<file path="config.mk">
export PLATFORM = sky130hd
export DESIGN_NAME = serial_shift_unit
export DESIGN_NICKNAME = d
export VERILOG_FILES = /design/src/rtl/ssu_pkg.sv /design/src/rtl/ssu_pin_sync.sv /design/src/rtl/ssu_clk_edge.sv /design/src/rtl/ssu_shifter.sv /design/src/rtl/serial_shift_unit.sv
export SDC_FILE = /design/constraint.sdc
export NUM_CORES = 1
export LEC_CHECK = 0
export BUFFER_PORTS_ARGS = -buffer_cell sky130_fd_sc_hd__buf_2
export CORE_ASPECT_RATIO = 1.25
export CORE_MARGIN = 3
export CORE_UTILIZATION = 45
export CTS_CLUSTER_SIZE = 12
export DETAILED_ROUTE_END_ITERATION = 7
export PLACE_DENSITY = 0.68
export SLEW_MARGIN = 30
export SYNTH_ARGS = -nofsm -noshare
export SYNTH_HDL_FRONTEND = slang
export SYNTH_SLANG_ARGS = --single-unit
</file>
<file path="constraint.sdc">
create_clock -name clk -period 2.5 [get_ports clk]
set_input_delay 0.25 -clock clk [delete_from_list [all_inputs] [get_ports clk]]
set_output_delay 0.25 -clock clk [all_outputs]
set_load 0.02 [all_outputs]
</file>
<file path="src/rtl/ssu_pkg.sv">
package ssu_pkg;
  localparam int PIN_SEL_W = 7;
  localparam int PIN_W     = 1 << PIN_SEL_W;
  localparam int CFG_W     = 32;

  typedef enum logic [1:0] {
    CLK_CTR_A   = 2'd0,
    CLK_CTR_B   = 2'd1,
    CLK_PIN     = 2'd2,
    CLK_PIN_INV = 2'd3
  } clk_mode_e;

  typedef enum logic [1:0] {
    LINE_LOW  = 2'd0,
    LINE_HIGH = 2'd1,
    LINE_TRUE = 2'd2,
    LINE_INV  = 2'd3
  } line_mode_e;

  typedef struct packed {
    logic                 rsv3;
    logic [PIN_SEL_W-1:0] rx_pin;
    logic                 rsv2;
    logic [PIN_SEL_W-1:0] tx_pin;
    logic                 rsv1;
    logic [PIN_SEL_W-1:0] clk_pin;
    logic                 rsv0;
    logic                 enable;
    line_mode_e           rx_mode;
    line_mode_e           tx_mode;
    clk_mode_e            clk_mode;
  } cfg_word_t;

  function automatic logic apply_line_mode(line_mode_e m, logic v);
    case (m)
      LINE_LOW:  return 1'b0;
      LINE_HIGH: return 1'b1;
      LINE_TRUE: return v;
      default:   return ~v;
    endcase
  endfunction
endpackage

</file>
<file path="src/rtl/ssu_pin_sync.sv">
module ssu_pin_sync #(
  parameter int WIDTH  = 128,
  parameter int STAGES = 2
) (
  input  logic             clk,
  input  logic             rst_n,
  input  logic [WIDTH-1:0] async_in,
  output logic [WIDTH-1:0] sync_out
);
  logic [WIDTH-1:0] stage_q [STAGES];

  for (genvar s = 0; s < STAGES; s++) begin : g_stage
    always_ff @(posedge clk) begin
      if (!rst_n) stage_q[s] <= '0;
      else if (s == 0) stage_q[s] <= async_in;
      else stage_q[s] <= stage_q[(s == 0) ? 0 : s-1];
    end
  end

  assign sync_out = stage_q[STAGES-1];
endmodule

</file>
<file path="src/rtl/ssu_clk_edge.sv">
module ssu_clk_edge
  import ssu_pkg::*;
(
  input  logic                 clk,
  input  logic                 rst_n,
  input  logic                 ctr_a_clk,
  input  logic                 ctr_b_clk,
  input  logic [PIN_W-1:0]     pins_sync,
  input  logic [PIN_SEL_W-1:0] clk_pin,
  input  clk_mode_e            clk_mode,
  output logic                 shift_edge
);
  logic level;
  logic level_q;

  always_comb begin
    case (clk_mode)
      CLK_CTR_A:   level = ctr_a_clk;
      CLK_CTR_B:   level = ctr_b_clk;
      CLK_PIN:     level = pins_sync[clk_pin];
      default:     level = ~pins_sync[clk_pin];
    endcase
  end

  always_ff @(posedge clk) begin
    if (!rst_n) level_q <= 1'b0;
    else        level_q <= level;
  end

  assign shift_edge = level & ~level_q;

  // a rising edge can never be seen on two cycles in a row
  assert_single_edge_R5: assert property (@(posedge clk) disable iff (!rst_n)
    shift_edge |=> !shift_edge);
endmodule

</file>
<file path="src/rtl/ssu_shifter.sv">
module ssu_shifter #(
  parameter int DATA_W = 32
) (
  input  logic              clk,
  input  logic              rst_n,
  input  logic              enable,
  input  logic              shift_edge,
  input  logic              rx_bit,
  input  logic              wr,
  input  logic [DATA_W-1:0] wdata,
  output logic [DATA_W-1:0] q
);
  always_ff @(posedge clk) begin
    if (!rst_n)                   q <= '0;
    else if (wr)                  q <= wdata;
    else if (enable && shift_edge) q <= {q[DATA_W-2:0], rx_bit};
  end

  assert_write_wins_R11: assert property (@(posedge clk) disable iff (!rst_n)
    wr |=> q == $past(wdata));

  assert_msb_first_shift_R6: assert property (@(posedge clk) disable iff (!rst_n)
    (!wr && enable && shift_edge) |=> q == {$past(q[DATA_W-2:0]), $past(rx_bit)});

  assert_hold_disabled_R3: assert property (@(posedge clk) disable iff (!rst_n)
    (!wr && !enable) |=> $stable(q));
endmodule

</file>
<file path="src/rtl/serial_shift_unit.sv">
module serial_shift_unit
  import ssu_pkg::*;
#(
  parameter int DATA_W      = 32,
  parameter int SYNC_STAGES = 2
) (
  input  logic                 clk,
  input  logic                 rst_n,
  input  logic                 ctr_a_clk,
  input  logic                 ctr_b_clk,
  input  logic [PIN_W-1:0]     pin_in,
  input  logic                 cfg_wr,
  input  logic [CFG_W-1:0]     cfg_data,
  input  logic                 data_wr,
  input  logic [DATA_W-1:0]    data_wdata,
  output logic [DATA_W-1:0]    data_rdata,
  output logic                 tx_bit,
  output logic                 tx_en,
  output logic [PIN_SEL_W-1:0] tx_pin
);
  cfg_word_t cfg_w;
  cfg_word_t cfg_q;
  logic      cfg_unused;
  logic [PIN_W-1:0] pins_sync;
  logic      shift_edge;
  logic      rx_bit;

  assign cfg_w = cfg_word_t'(cfg_data);

  always_ff @(posedge clk) begin
    if (!rst_n)      cfg_q <= '0;
    else if (cfg_wr) cfg_q <= cfg_w;
  end

  assign cfg_unused = ^{cfg_q.rsv0, cfg_q.rsv1, cfg_q.rsv2, cfg_q.rsv3};

  ssu_pin_sync #(.WIDTH(PIN_W), .STAGES(SYNC_STAGES)) u_sync (
    .clk      (clk),
    .rst_n    (rst_n),
    .async_in (pin_in),
    .sync_out (pins_sync)
  );

  ssu_clk_edge u_edge (
    .clk        (clk),
    .rst_n      (rst_n),
    .ctr_a_clk  (ctr_a_clk),
    .ctr_b_clk  (ctr_b_clk),
    .pins_sync  (pins_sync),
    .clk_pin    (cfg_q.clk_pin),
    .clk_mode   (cfg_q.clk_mode),
    .shift_edge (shift_edge)
  );

  assign rx_bit = apply_line_mode(cfg_q.rx_mode, pins_sync[cfg_q.rx_pin]);

  ssu_shifter #(.DATA_W(DATA_W)) u_shift (
    .clk        (clk),
    .rst_n      (rst_n),
    .enable     (cfg_q.enable),
    .shift_edge (shift_edge),
    .rx_bit     (rx_bit),
    .wr         (data_wr),
    .wdata      (data_wdata),
    .q          (data_rdata)
  );

  assign tx_bit = apply_line_mode(cfg_q.tx_mode, data_rdata[DATA_W-1]);
  assign tx_en  = cfg_q.enable;
  assign tx_pin = cfg_q.tx_pin;

  // the enable output follows a configuration write on the next cycle
  assert_enable_follows_R10: assert property (@(posedge clk) disable iff (!rst_n)
    cfg_wr |=> tx_en == $past(cfg_data[6]));
endmodule

</file>
[Yosys cells after proc, flatten, opt, wreduce, memory -nomap -nowiden]
Memories as Yosys holds them, arrays and structs flattened.
Index checks and enable logic that the tools add are counted.
Storage, ports and cells
  latch bits: 0
  bits of input ports: 198
  output and inout port bits: 41
  bits in registers: 61
  word-level logic and storage cells: 43
  bits in writable memories: 256
  memory bits (read-only): 0
  memories: 1
Cells by class
  add/subtract/negate cells: 0
  $mul: 0
  eq/ne operators: 6
  multiplexer cells: 13
  $lt $le $gt $ge: 2
  reductions and logical operators: 5
  bitwise operators: 7
  shifts and indexed selects: 0
  divide/modulo/power cells: 0
Memories
  u_sync.stage_q: depth 2, width 128, rd ports 2, clocked after Yosys merged registers in 0, wr ports 2, RTL line ssu_pin_sync.sv:10  | logic [WIDTH-1:0] stage_q [STAGES];
Operator list (number)
  $mux W128: 2
  $mux W32: 2
  $lt A7 B8 Y1 const B: 2
  $bmux W1 S7: 2
  $pmux W1 S3: 3
  $eq A2 B1 Y1 const B: 3
  $eq A2 B2 Y1 const B: 3
  $logic_not A2 Y1: 3
  $mux W1: 4
  $not A1 Y1: 4
  $or A1 B1 Y1: 2
  $reduce_bool A2 Y1: 1
  $and A1 B1 Y1: 1
  $logic_and A1 B1 Y1: 1

[Longest topological paths before layout]
Gate-level depths: netlist (run 1).
  word-level depth: 8
  depth in mapped cells: 11
  mapped depth without buffers: 8

[Cells and area by module]
Synthesis (run 1) repeated with hierarchy kept, for this count alone.
Unflattened totals
  cell total of the unflattened synthesis: 1019
  area, all modules: 12060.3 sq um
Modules (own cells, without submodules)
  ssu_pin_sync: cells an instance 540, area each 6870.3 sq um, seq. area each 5124.9 sq um, times used 1
  serial_shift_unit: cells an instance 199, area each 2227.1 sq um, seq. area each 560.5 sq um, times used 1
  ssu_shifter: cells an instance 184, area each 1791.7 sq um, seq. area each 640.6 sq um, times used 1
  ssu_clk_edge: cells an instance 96, area each 1171.1 sq um, seq. area each 20.0 sq um, times used 1

[Least setup slack after synthesis (run 1)]
No wires, ideal clock.
  kind: reg-to-reg
  from: register cfg_q[8] in the netlist's numbering
  to: register u_shift.q[0]
  period minus slack after synthesis: 2750 ps
  arrival: 2620 ps
  required time: 2370 ps
  setup slack: -250 ps
  buffers on the path: 3
  library setup time: 130 ps
  stages on the path, launching flop included: 12
  cell sequence: dfxtp_1 -> buf_6 -> buf_2 -> mux4_2 -> a32oi_1 -> nand4_1 -> a211o_1 -> o311a_1 -> o221ai_4 -> buf_6 -> mux2i_1 -> a21oi_1
Between the ends
  longest elaborated chain between the ends: 7
Ends and longest elaborated chain
  from (decl): RTL line serial_shift_unit.sv:22  | cfg_word_t cfg_q;
  from (signal assigned): RTL line serial_shift_unit.sv:32  | else if (cfg_wr) cfg_q <= cfg_w;
  $bmux W1 S7 (*): RTL line ssu_clk_edge.sv:20, ssu_clk_edge.sv:21
  $mux W1 (not written as such) (*): RTL line ssu_clk_edge.sv:20, ssu_clk_edge.sv:21
  $not A1 Y1: RTL line ssu_clk_edge.sv:21  | default: level = ~pins_sync[clk_pin];
  $pmux W1 S3 (*): RTL line ssu_clk_edge.sv:17  | case (clk_mode)
  $and A1 B1 Y1 (*): RTL line ssu_clk_edge.sv:30  | assign shift_edge = level & ~level_q;
  $logic_and A1 B1 Y1 (*): RTL line ssu_shifter.sv:16  | else if (enable && shift_edge) q <= {q[DATA_W-2:0], rx_bit};
  $reduce_bool A2 Y1 (no line) (*)
  to (signal assigned): RTL line ssu_shifter.sv:15  | else if (wr) q <= wdata;
  to (signal assigned): RTL line ssu_shifter.sv:16
  to (decl): RTL line ssu_shifter.sv:11  | output logic [DATA_W-1:0] q
Every way passes the cells marked *; elsewhere a longest branch is shown, timed or not. The select of a mux whose other input is x is not followed.
A chain may end at the register's enable or synchronous reset.

[Final worst setup path (run 1)]
  from: register cfg_q[8] in the netlist's numbering
  to: register u_shift.q[15]
The elaborated chain is that of the path after synthesis.

==> results of run 1 <==
-- report_power, final --
part / leakage [nW] / internal, mW / total, mW / switching (mW)
registers: 2.63 / 5.32 / 5.46 / 0.145
clock network: 0.491 / 2.74 / 4.62 / 1.88
logic: 3.69 / 0.723 / 1.30 / 0.575
-- placed cells by master, fill, tap and decap left out, types with 11 or more instances in the layout --
master / synthesis / routed
nor2_1: 36 / 36
clkbuf_16: 0 / 35
nand3_1: 13 / 12
nor2b_1: 39 / 39
buf_4: 8 / 36
mux4_2: 48 / 48
nand2_1: 11 / 11
mux2i_1: 66 / 66
a211oi_2: 17 / 25
buf_12: 0 / 17
and2_1: 258 / 258
dfxtp_1: 317 / 314
buf_2: 10 / 233
o21ai_0: 35 / 35
dlygate4sd3_1: 0 / 130
nor3_1: 30 / 23
-- Yosys cell counts (2+ instances only) --
cell,n,area [sq um]
nand4_1,3,18.8
mux2i_1,66,661
nor2_1,36,135
o21ai_0,35,175
inv_1,7,26.3
a311oi_1,2,17.5
buf_6,4,45.0
clkbuf_1,59,221
nor3_1,30,150
mux4_2,48,1080
a32oi_1,2,17.5
buf_4,8,60.1
o22ai_1,3,18.8
nand3_1,13,65.1
nor2b_1,39,244
and3_1,2,12.5
a22o_1,5,43.8
a211oi_2,17,213
buf_2,10,50.1
a221oi_1,2,17.5
a41oi_1,2,17.5
a22oi_1,12,90.1
nor4_1,5,31.3
a211oi_1,14,105
nand3b_1,2,15.0
dfxtp_1,317,6350
a21oi_1,7,35.0
xnor2_1,2,17.5
o41ai_1,2,17.5
nand2b_1,2,12.5
nand2_1,11,41.3
and2_1,258,1610
buf_1,5,18.8
-- sequential cells by signal (all words and copies together) (netlist names) --
register        cells
u_sync.stage_q    256
u_shift.q          32
cfg_q              20
tx_pin              7
tx_en               1
u_edge.level_q      1
-- critical path: cells and delay by family (launching register included) --
family,cells,cell delay [ns]
flip-flops,1,0.43
multiplexers,1,0.49
AND/OR/NAND/NOR,1,0.06
buffers and inverters,3,0.44
AO/OA/AOI/OAI,6,1.38
-- worst paths after layout --
| path | from | to | cells after the start |
|---|---|---|---|
| worst min register to register | u_sync.stage_q[0][66]$_SDFF_PN0_ | u_sync.stage_q[1][66]$_SDFF_PN0_ | 1 |
| worst max register to register | cfg_q[8]$_SDFFE_PN0P_ | u_shift.q[15]$_SDFFE_PN0P_ | 11 |
| worst max-delay path | cfg_q[8]$_SDFFE_PN0P_ | u_shift.q[15]$_SDFFE_PN0P_ | 11 |
| worst min-delay path | pin_in[114] | u_sync.stage_q[0][114]$_SDFF_PN0_ | 2 |
-- kinds of logic after synthesis --
| group | Yosys count | share of synthesized area [%] |
|---|---|---|
| and+or+nand+nor | 408 | 20.3 |
| muxes | 114 | 14.8 |
| DFF | 317 | 53.8 |
| buffers and inverters | 93 | 3.58 |
| AOI/OAI and AO/OA | 112 | 7.34 |
| xor gates and xnor gates | 2 | 0.149 |
-- layout make-up --
cell class / instances / area [sq um] / area share, %
Clock inverter: 8 / 115 / 0.709
Timing Repair Buffer: 425 / 3250 / 20.0
Tap cell: 335 / 419 / 2.58
Multi-Input combinational cell: 636 / 5180 / 31.9
Sequential cell: 317 / 6350 / 39.1
Antenna cell: 1 / 2.50 / 0.0154
Inverter: 7 / 26.3 / 0.162
Clock buffer: 40 / 893 / 5.50
-- per-stage QoR --
stage / instances / worst slack, ns / setup TNS [ns]
after floorplan: 1046 / -0.166 / -3.88
after global placement: 1580 / -0.432 / -12.24
after detailed placement: 1580 / -0.485 / -14.28
after CTS: 1766 / -0.357 / -10.52
after global routing: 1768 / -0.477 / -13.95
final: 1769 / -0.401 / -10.82
-- routing by layer --
metal / track usage (%) / vias to the layer above
met2: 35.5 / 358
li1: - / 4323
met1: 26.5 / 4155
met3: 3.71 / 50
met5: 0 / -
met4: 6.39 / 0
-- timing repair --
item                       in CTS  in global routing
cloned                          3                  1
buffers inserted                5                  1
pin swaps                      23                  9
hold endpoints to repair      130                  0
setup endpoints to repair      32                 32
gates resized for setup        33                  4
hold buffers                  130                  0
==> impl_metrics.json, run 1 <==
{
  "power_mw": 11.4,
  "syn_inst": 1046,
  "status": "finished, violations left",
  "cts_buffer_depth": 3,
  "nNetsFinal": 1619,
  "drv_slew": 0,
  "rsz0062_at_grt": "yes",
  "post-route-period-util_pct": 116,
  "route.met2.wl_um": 15000,
  "core_region_area_sq_um": 25500,
  "grt_pass1_wl_um": 46700,
  "drtIter0Drc": 454,
  "grt_max_degree": 129,
  "drt-total-wl_um": 30100,
  "vias_per_cell": 5.02,
  "end_kind": "flip-flop",
  "cp_cell_sequence": "buf_12, mux4_2, a22oi_2, a311oi_2, a41o_1, o311a_4, o221ai_4, buf_12, buf_12, nor3_2, a211oi_2",
  "syn_avg_cell_area_sq_um": 11.3,
  "wl_per_cell_um": 17.0,
  "cpMostUsedCell": "buf_12",
  "antenna_left": 0,
  "dp.final_hpwl_um": 19900,
  "cts_sinks": 317,
  "drc": 0,
  "routed-wl-met3_um": 2050,
  "fin_util_pct": 63.6,
  "min_path_type": "in -> reg",
  "cp.required_ns": 2.91,
  "dr.max_layer_used": "met4",
  "drv_cap": 0,
  "post_dp_cell_area_sq_um": 13600,
  "power.density_nw_per_um2": 701,
  "synth_area_sq_um": 11800,
  "fin_worst_skew_ns": 0.00817,
  "drive_gt1_share_pct": 30.6,
  "cts_tree": "done",
  "port_buffers": 234,
  "firstDrtPassIters": 4,
  "tightest_slew_ns": 0.890,
  "area_growth_pct": 37.7,
  "insertion_delay_ns": 0.51,
  "ys.warnings.count": 0,
  "dieWidth_um": 151,
  "cts-root-buf": "clkbuf_16",
  "m1WireLength_um": 12400,
  "gr-usage-all-layers_pct": 20.7,
  "synth_fp_nets": 1244,
  "ys_seq_elements": 317,
  "die_y_um": 187,
  "grt-ovfl-total": 0,
  "h-tree-depth": 2,
  "synth_edf_count": 0,
  "setup_viol": 32,
  "grt_pass1_vias": 8920,
  "numCtsBuffers": 34,
  "antenna_found_initial": 0,
  "finalInstanceArea_sq_um": 16200,
  "gp_congestion": 0.855,
  "fillers": 1992,
  "ys_seq_area_share_pct": 53.8,
  "peakVddDrop_uv": 559,
  "relSlewSlack_pct": 40.6,
  "arrival_ns": 3.32,
  "hold_viol_final": 0,
  "vias": 8886,
  "die_area_sq_um": 28200,
  "violations": "setup timing",
  "crit_type": "reg -> reg",
  "rows": 65,
  "fmax_ghz": 0.345,
  "pin_count": 239,
  "crit_path_max_fanout": 16,
  "critPathLaunchType": "flip-flop",
  "slowest_stage": "mux4_2",
  "ys.flop_type": "dfxtp_1",
  "clkTransAtPathRegs_ns": 0.06,
  "yosysUniqueCellTypes": 49,
  "holdWs_ns": 0.00486,
  "min_period_ns": 2.90,
  "start_util_pct": 46.2,
  "async_reset_ff_share_pct": 0,
  "fin_ws_ns": -0.401,
  "r2r_setup_slack_ns": -0.40,
  "slowest_delay_ns": 0.49,
  "cellLeakagePower_nw": 6.80
}
Power figures use the tool's default switching activity.
==> run 2: changes to the inputs <==
==> constraint.sdc (replaced) <==
create_clock -name clk -period 2.5 [get_ports clk]
set_input_delay 0.625 -clock clk [delete_from_list [all_inputs] [get_ports clk]]
set_output_delay 0.625 -clock clk [all_outputs]
set_load 0.02 [all_outputs]
==> run 2 against run 1 <==
  * The run still ends with setup timing left
  * Worst setup slack got worse by 0.031 ns
  * Global-route usage decreased by 1.9 points
  * Via count decreased by 6.8%
  * Final area decreased by 8.7%
  * Clock skew increased by 0.0012 ns
  * Clock power decreased by 11%
  * Sequential power about the same
  * Critical path type unchanged
  * Largest cell class unchanged
==> impl_metrics.json, run 2 (synthesized netlist as in run 1, its figures left out) <==
{
  "status": "finished, violations left",
  "violations": "setup timing",
  "gp_congestion": 0.843,
  "holdWs_ns": 0.286,
  "power_mw": 10.7,
  "setup_viol": 32,
  "die_area_sq_um": 28200,
  "port_buffers": 234,
  "vias": 8285,
  "cts_hold_buf": 0,
  "drt-total-wl_um": 27800,
  "gr-usage-all-layers_pct": 18.8,
  "cts_buffer_depth": 3,
  "drv_slew": 0,
  "fin_ws_ns": -0.432,
  "antenna_found_initial": 2,
  "fmax_ghz": 0.341,
  "post-route-period-util_pct": 117,
  "dieWidth_um": 151,
  "rsz0062_at_grt": "yes",
  "drc": 0,
  "min_period_ns": 2.93,
  "power.density_nw_per_um2": 721,
  "rows": 65,
  "fillers": 2121,
  "fin_worst_skew_ns": 0.00938,
  "die_y_um": 187,
  "final_cell_mix": "314 x dfxtp_1, 258 x and2_1, 233 x buf_2, 65 x mux2i_1, 48 x mux4_2",
  "tightest_slew_ns": 0.662,
  "drive_gt1_share_pct": 34.3,
  "arrival_ns": 3.39,
  "antenna_left": 0,
  "cts_tree": "done",
  "cts_sinks": 317,
  "dp.final_hpwl_um": 19600,
  "grt_max_degree": 126,
  "grt_pass1_wl_um": 42900,
  "cts-root-buf": "clkbuf_16",
  "cp.required_ns": 2.96,
  "area_growth_pct": 25.8,
  "seqCellArea_sq_um": 6350,
  "vias_per_cell": 5.07,
  "grt_pass1_vias": 8185,
  "finalInstanceArea_sq_um": 14800,
  "grt-ovfl-total": 0,
  "numCtsBuffers": 31,
  "cellLeakagePower_nw": 6.20,
  "min_path_type": "in -> reg",
  "largest_registers": "u_sync.stage_q (256), u_shift.q (32), cfg_q (20)",
  "firstDrtPassIters": 5,
  "hold_viol_final": 0,
  "layout_commonest_cell": "dfxtp_1",
  "multi_input_area_sq_um": 5230,
  "largest_reg_flops": 256,
  "insertion_delay_ns": 0.54,
  "start_util_pct": 46.2,
  "h-tree-depth": 1,
  "nNetsFinal": 1487,
  "critPathLaunchType": "flip-flop",
  "end_kind": "flip-flop",
  "wl_per_cell_um": 17.0,
  "clkTransAtPathRegs_ns": 0.06,
  "post_dp_cell_area_sq_um": 13600,
  "pin_count": 239,
  "drtIter0Drc": 407,
  "crit_type": "reg -> reg",
  "crit_path_max_fanout": 17,
  "regMostFlops": "u_sync.stage_q",
  "relSlewSlack_pct": 55.9,
  "peakVddDrop_uv": 446,
  "drv_cap": 0,
  "core_region_area_sq_um": 25500
}
run 2: cell type report:
type	instances	area share, %
antenna	1	0.0169
clock buffer	39	5.77
clock inverter	3	0.127
inverter	7	0.177
multi-input combinational	636	35.3
sequential	317	42.8
tap	335	2.83
timing repair buffer	296	13.0
run 2: power breakdown:
group	switching, mW	total (mW)	internal (mW)
sequential	0.146	5.46	5.32
combinational	0.537	1.13	0.588
clock	1.74	4.10	2.36
total	2.43	10.7	8.26
run 2: path summary, 6_finish.rpt:
kind	startpoint	endpoint	slack, ns	cells past startpoint
setup / recovery	cfg_q[8]$_SDFFE_PN0P_	u_shift.q[19]$_SDFFE_PN0P_	-0.43	11
hold / removal	pin_in[119]	u_sync.stage_q[0][119]$_SDFF_PN0_	0.29	2
setup reg to reg	cfg_q[8]$_SDFFE_PN0P_	u_shift.q[19]$_SDFFE_PN0P_	-0.43	11
hold reg to reg	u_sync.stage_q[0][37]$_SDFF_PN0_	u_sync.stage_q[1][37]$_SDFF_PN0_	0.43	1
run 2: repair_timing:
| action | CTS | global route |
|---|---|---|
| cloned | 3 | 1 |
| buffers inserted | 8 | 4 |
| pin swaps | 8 | 18 |
| gates resized for setup | 28 | 23 |
| hold endpoints to repair | 0 | 0 |
| endpoints found under the setup margin | 32 | 32 |
run 2: per-layer routing:
layer	share of wire (%)	GRT usage [%]
met1	41	24.3
met2	50	32.9
met3	7.6	3.34
met4	1.5	4.08
met5	0.047	0
run 2: metrics by stage:
stage	setup slack, ns	setup TNS, ns	cells	utilization, %
after floorplan	-0.166	-3.88	1046	-
after global placement	-0.419	-12.20	1580	53.2
after detailed placement	-0.475	-13.20	1580	53.2
after CTS	-0.444	-12.92	1633	57.8
after global routing	-0.516	-15.10	1633	58.1
final	-0.432	-12.22	1634	58.1
run 2: critical path: stages (launching register included):
cell	delay, ns
dfxtp_4	0.41
buf_6	0.13
mux4_2	0.49
or2_1	0.23
a41oi_2	0.17
o41ai_2	0.13
o311a_4	0.42
o221ai_4	0.22
buf_12	0.16
buf_8	0.18
nor3_1	0.08
a211oi_2	0.22
==> run 3: changes to the inputs <==
--- a/config.mk
+++ b/config.mk
@@ -5,9 +5,10 @@
 export SDC_FILE = /design/constraint.sdc
 export NUM_CORES = 1
 export LEC_CHECK = 0
+export ABC_AREA = 1
 export BUFFER_PORTS_ARGS = -buffer_cell sky130_fd_sc_hd__buf_2
+export CAP_MARGIN = 5
 export CORE_ASPECT_RATIO = 1.25
-export CORE_MARGIN = 3
 export CORE_UTILIZATION = 45
 export CTS_CLUSTER_SIZE = 12
 export DETAILED_ROUTE_END_ITERATION = 7
==> run 3 against run 2 <==
  * The run now ends clean
  * Final area up 0.97%
  * Core utilization down 2.4 points
  * Largest power group unchanged
  * Register-to-register slack better by 0.64 ns
  * Via count up 34%
  * Wire length up 10%
  * Non-clock buffer count down 22
==> impl_metrics.json, run 3 <==
{
  "status": "complete, no violations",
  "synth_mux_area_share_pct": 0,
  "ys.warnings.count": 0,
  "drv_cap": 0,
  "tightest_slew_ns": 0.572,
  "firstDrtPassIters": 5,
  "nNetsFinal": 2154,
  "min_period_ns": 2.29,
  "dieWidth_um": 150,
  "clkTransAtPathRegs_ns": 0.06,
  "drv_slew": 0,
  "pwr-share-seq_pct": 47.0,
  "syn_inst": 1758,
  "setup_tns_ns": 0,
  "relSlewSlack_pct": 61.9,
  "h-tree-depth": 2,
  "ys_seq_area_share_pct": 51.2,
  "finalInstanceArea_sq_um": 15000,
  "arrival_ns": 2.73,
  "peakVddDrop_uv": 430,
  "cts-root-buf": "clkbuf_16",
  "fillers": 2543,
  "yosysMostFrequentCell": "nand2_1",
  "power.density_nw_per_um2": 773,
  "yosys-top-cells-count": "655 x nand2_1, 317 x dfxtp_1, 271 x inv_1, 269 x nand3_1, 59 x clkbuf_1",
  "antenna_found_initial": 3,
  "fmax_ghz": 0.436,
  "post_dp_cell_area_sq_um": 13800,
  "setup_viol": 0,
  "antenna_left": 0,
  "synthAdderAreaFrac_pct": 0,
  "syn_avg_cell_area_sq_um": 7.05,
  "regMostFlops": "u_sync.stage_q",
  "stdcell_count": 2315,
  "synth_edf_count": 0,
  "async_reset_ff_share_pct": 0,
  "area_growth_pct": 20.8,
  "ys_seq_elements": 317,
  "drt-total-wl_um": 30600,
  "cellLeakagePower_nw": 8.40,
  "critPathLaunchType": "flip-flop",
  "power_mw": 11.6,
  "clkPwrFrac_pct": 42.4,
  "synth_top_family_by_area": "simple AND/OR/NAND/NOR gates",
  "grt_pass1_wl_um": 48600,
  "pwr-share-comb_pct": 10.6,
  "drc": 0,
  "largest_registers": "u_sync.stage_q (256), u_shift.q (32), cfg_q (20)",
  "pin_count": 239,
  "layout_commonest_cell": "nand2_1",
  "synth_area_sq_um": 12400,
  "synthSimpleGateAreaFrac_pct": 32.0,
  "ys.flop_type": "dfxtp_1",
  "largest_reg_flops": 256,
  "post_cts_buffers": 0,
  "cp.required_ns": 2.94,
  "power.switching_mw": 2.79,
  "fin_util_pct": 55.6,
  "cts_sinks": 317,
  "seqCellArea_sq_um": 6350,
  "final_cell_mix": "655 x nand2_1, 314 x dfxtp_1, 271 x inv_1, 267 x nand3_1, 233 x buf_2",
  "min_path_type": "in -> reg",
  "synth-xor-area-share_pct": 0.0707,
  "gp_congestion": 0.822,
  "drive_gt1_share_pct": 16.9,
  "placed_cells": 2265,
  "wl_per_cell_um": 13.2,
  "start_util_pct": 46.0,
  "vias_per_cell": 4.81,
  "yosys-top-cells-area": "dfxtp_1 51%, nand2_1 20%, nand3_1 11%, inv_1 8.2%, a21oi_1 2.1%",
  "synth_top_area_share_pct": 51.2,
  "fin_worst_skew_ns": 0.0231,
  "post-route-period-util_pct": 91.6,
  "die_y_um": 188,
  "insertion_delay_ns": 0.52,
  "cts_buffer_depth": 3,
  "rows": 67,
  "die_area_sq_um": 28200,
  "numCtsBuffers": 34,
  "drtIter0Drc": 633,
  "cts_tree": "done",
  "port_buffers": 234,
  "crit_type": "reg -> reg",
  "grt-ovfl-total": 0,
  "crit_path_max_fanout": 22,
  "end_kind": "flip-flop",
  "yosysUniqueCellTypes": 21,
  "yosysTopAreaCell": "dfxtp_1",
  "grt_max_degree": 90,
  "grt_pass1_vias": 10289,
  "synth_fp_nets": 1956,
  "hold_viol_final": 0,
  "core_region_area_sq_um": 26900,
  "gr-usage-all-layers_pct": 21.4,
  "multi_input_area_sq_um": 4440,
  "dp.final_hpwl_um": 20600,
  "vias": 11143,
  "switching_share_pct": 24.1,
  "synth_compound_gate_area_share_pct": 3.60,
  "intPower_mw": 8.79
}
## run 3: cell count changes in the layout (fill, tap and decap cells not counted), sizes merged, moves of 12 or more
cell    delta
nand2    +646
nor2b     -39
nor3      -30
mux4      -48
inv      +270
nand3    +256
a211oi    -31
mux2i     -66
a22oi     -12
and2     -258
a21oi     +44
buf       -22
## run 3: what timing repair did
action                                  4_1_cts  5_1_grt
endpoints found under the setup margin        0       32
hold buffers                                  0        0
gates resized for setup                       0       17
## run 3: routing by layer
metal	vias up	global-route usage, %	part of all wire [%]
li1	5683	-	-
met5	-	0	0
met1	4948	25.9	42
met2	434	36.4	47
met3	78	4.26	8.1
met4	0	9.40	3.3
## run 3: kinds of logic after synthesis
logic type,count (synthesis)
buffers and inverters,392
AOI/OAI and AO/OA,88
DFF,317
xor gates and xnor gates,1
and+or+nand+nor,960
## run 3: stage by stage
| step | worst slack [ns] | hold slack (ns) |
|---|---|---|
| 2_1_floorplan | 0.549 | 0.390 |
| 3_3_place_gp | 0.0551 | 0.399 |
| 3_5_place_dp | 0.0640 | 0.395 |
| 4_1_cts | 0.0387 | 0.272 |
| 5_1_grt | -0.00638 | 0.285 |
| 6_report | 0.209 | 0.291 |
## run 3: final timing paths
kind                                                       start                               end  slack, ns  cells after the start
worst min-delay path                                   pin_in[5]   u_sync.stage_q[0][5]$_SDFF_PN0_       0.29                      3
worst max register to register             cfg_q[8]$_SDFFE_PN0P_         u_shift.q[7]$_SDFFE_PN0P_       0.21                     17
worst max-delay path                       cfg_q[8]$_SDFFE_PN0P_         u_shift.q[7]$_SDFFE_PN0P_       0.21                     17
worst min register to register  u_sync.stage_q[0][77]$_SDFF_PN0_  u_sync.stage_q[1][77]$_SDFF_PN0_       0.39                      2
## run 3: critical path, stage by stage (launching register included)
cell and delay [ns]:
dfxtp_4 0.37, inv_4 0.10, buf_12 0.16, nand2_1 0.06, nand3_1 0.07, nand3_1 0.10, nand3_1 0.11, nand3_1 0.12
o21ai_2 0.09, nand2_1 0.09, nand3_2 0.09, nand2_1 0.06, nand2_1 0.06, nand4_2 0.13, nand2_4 0.16, buf_6 0.17
nand3_1 0.08, a21oi_1 0.17
## run 3: layout make-up
class	count	area share [%]
multi-input combinational	1049	29.7
sequential	317	42.4
clock buffer	36	5.80
timing repair buffer	274	10.8
antenna	4	0.0669
inverter	280	7.05
tap	345	2.88
clock inverter	10	1.31
## run 3: power groups by stage
stage / registers [mW] / logic [mW] / clock network (mW)
global route: 5.46 / 1.38 / 5.23
detailed placement: 5.54 / 1.21 / 0
floorplan: 5.54 / 0.766 / 0
finish: 5.44 / 1.23 / 4.91
global placement: 5.54 / 1.20 / 0
CTS: 5.43 / 1.22 / 5.02
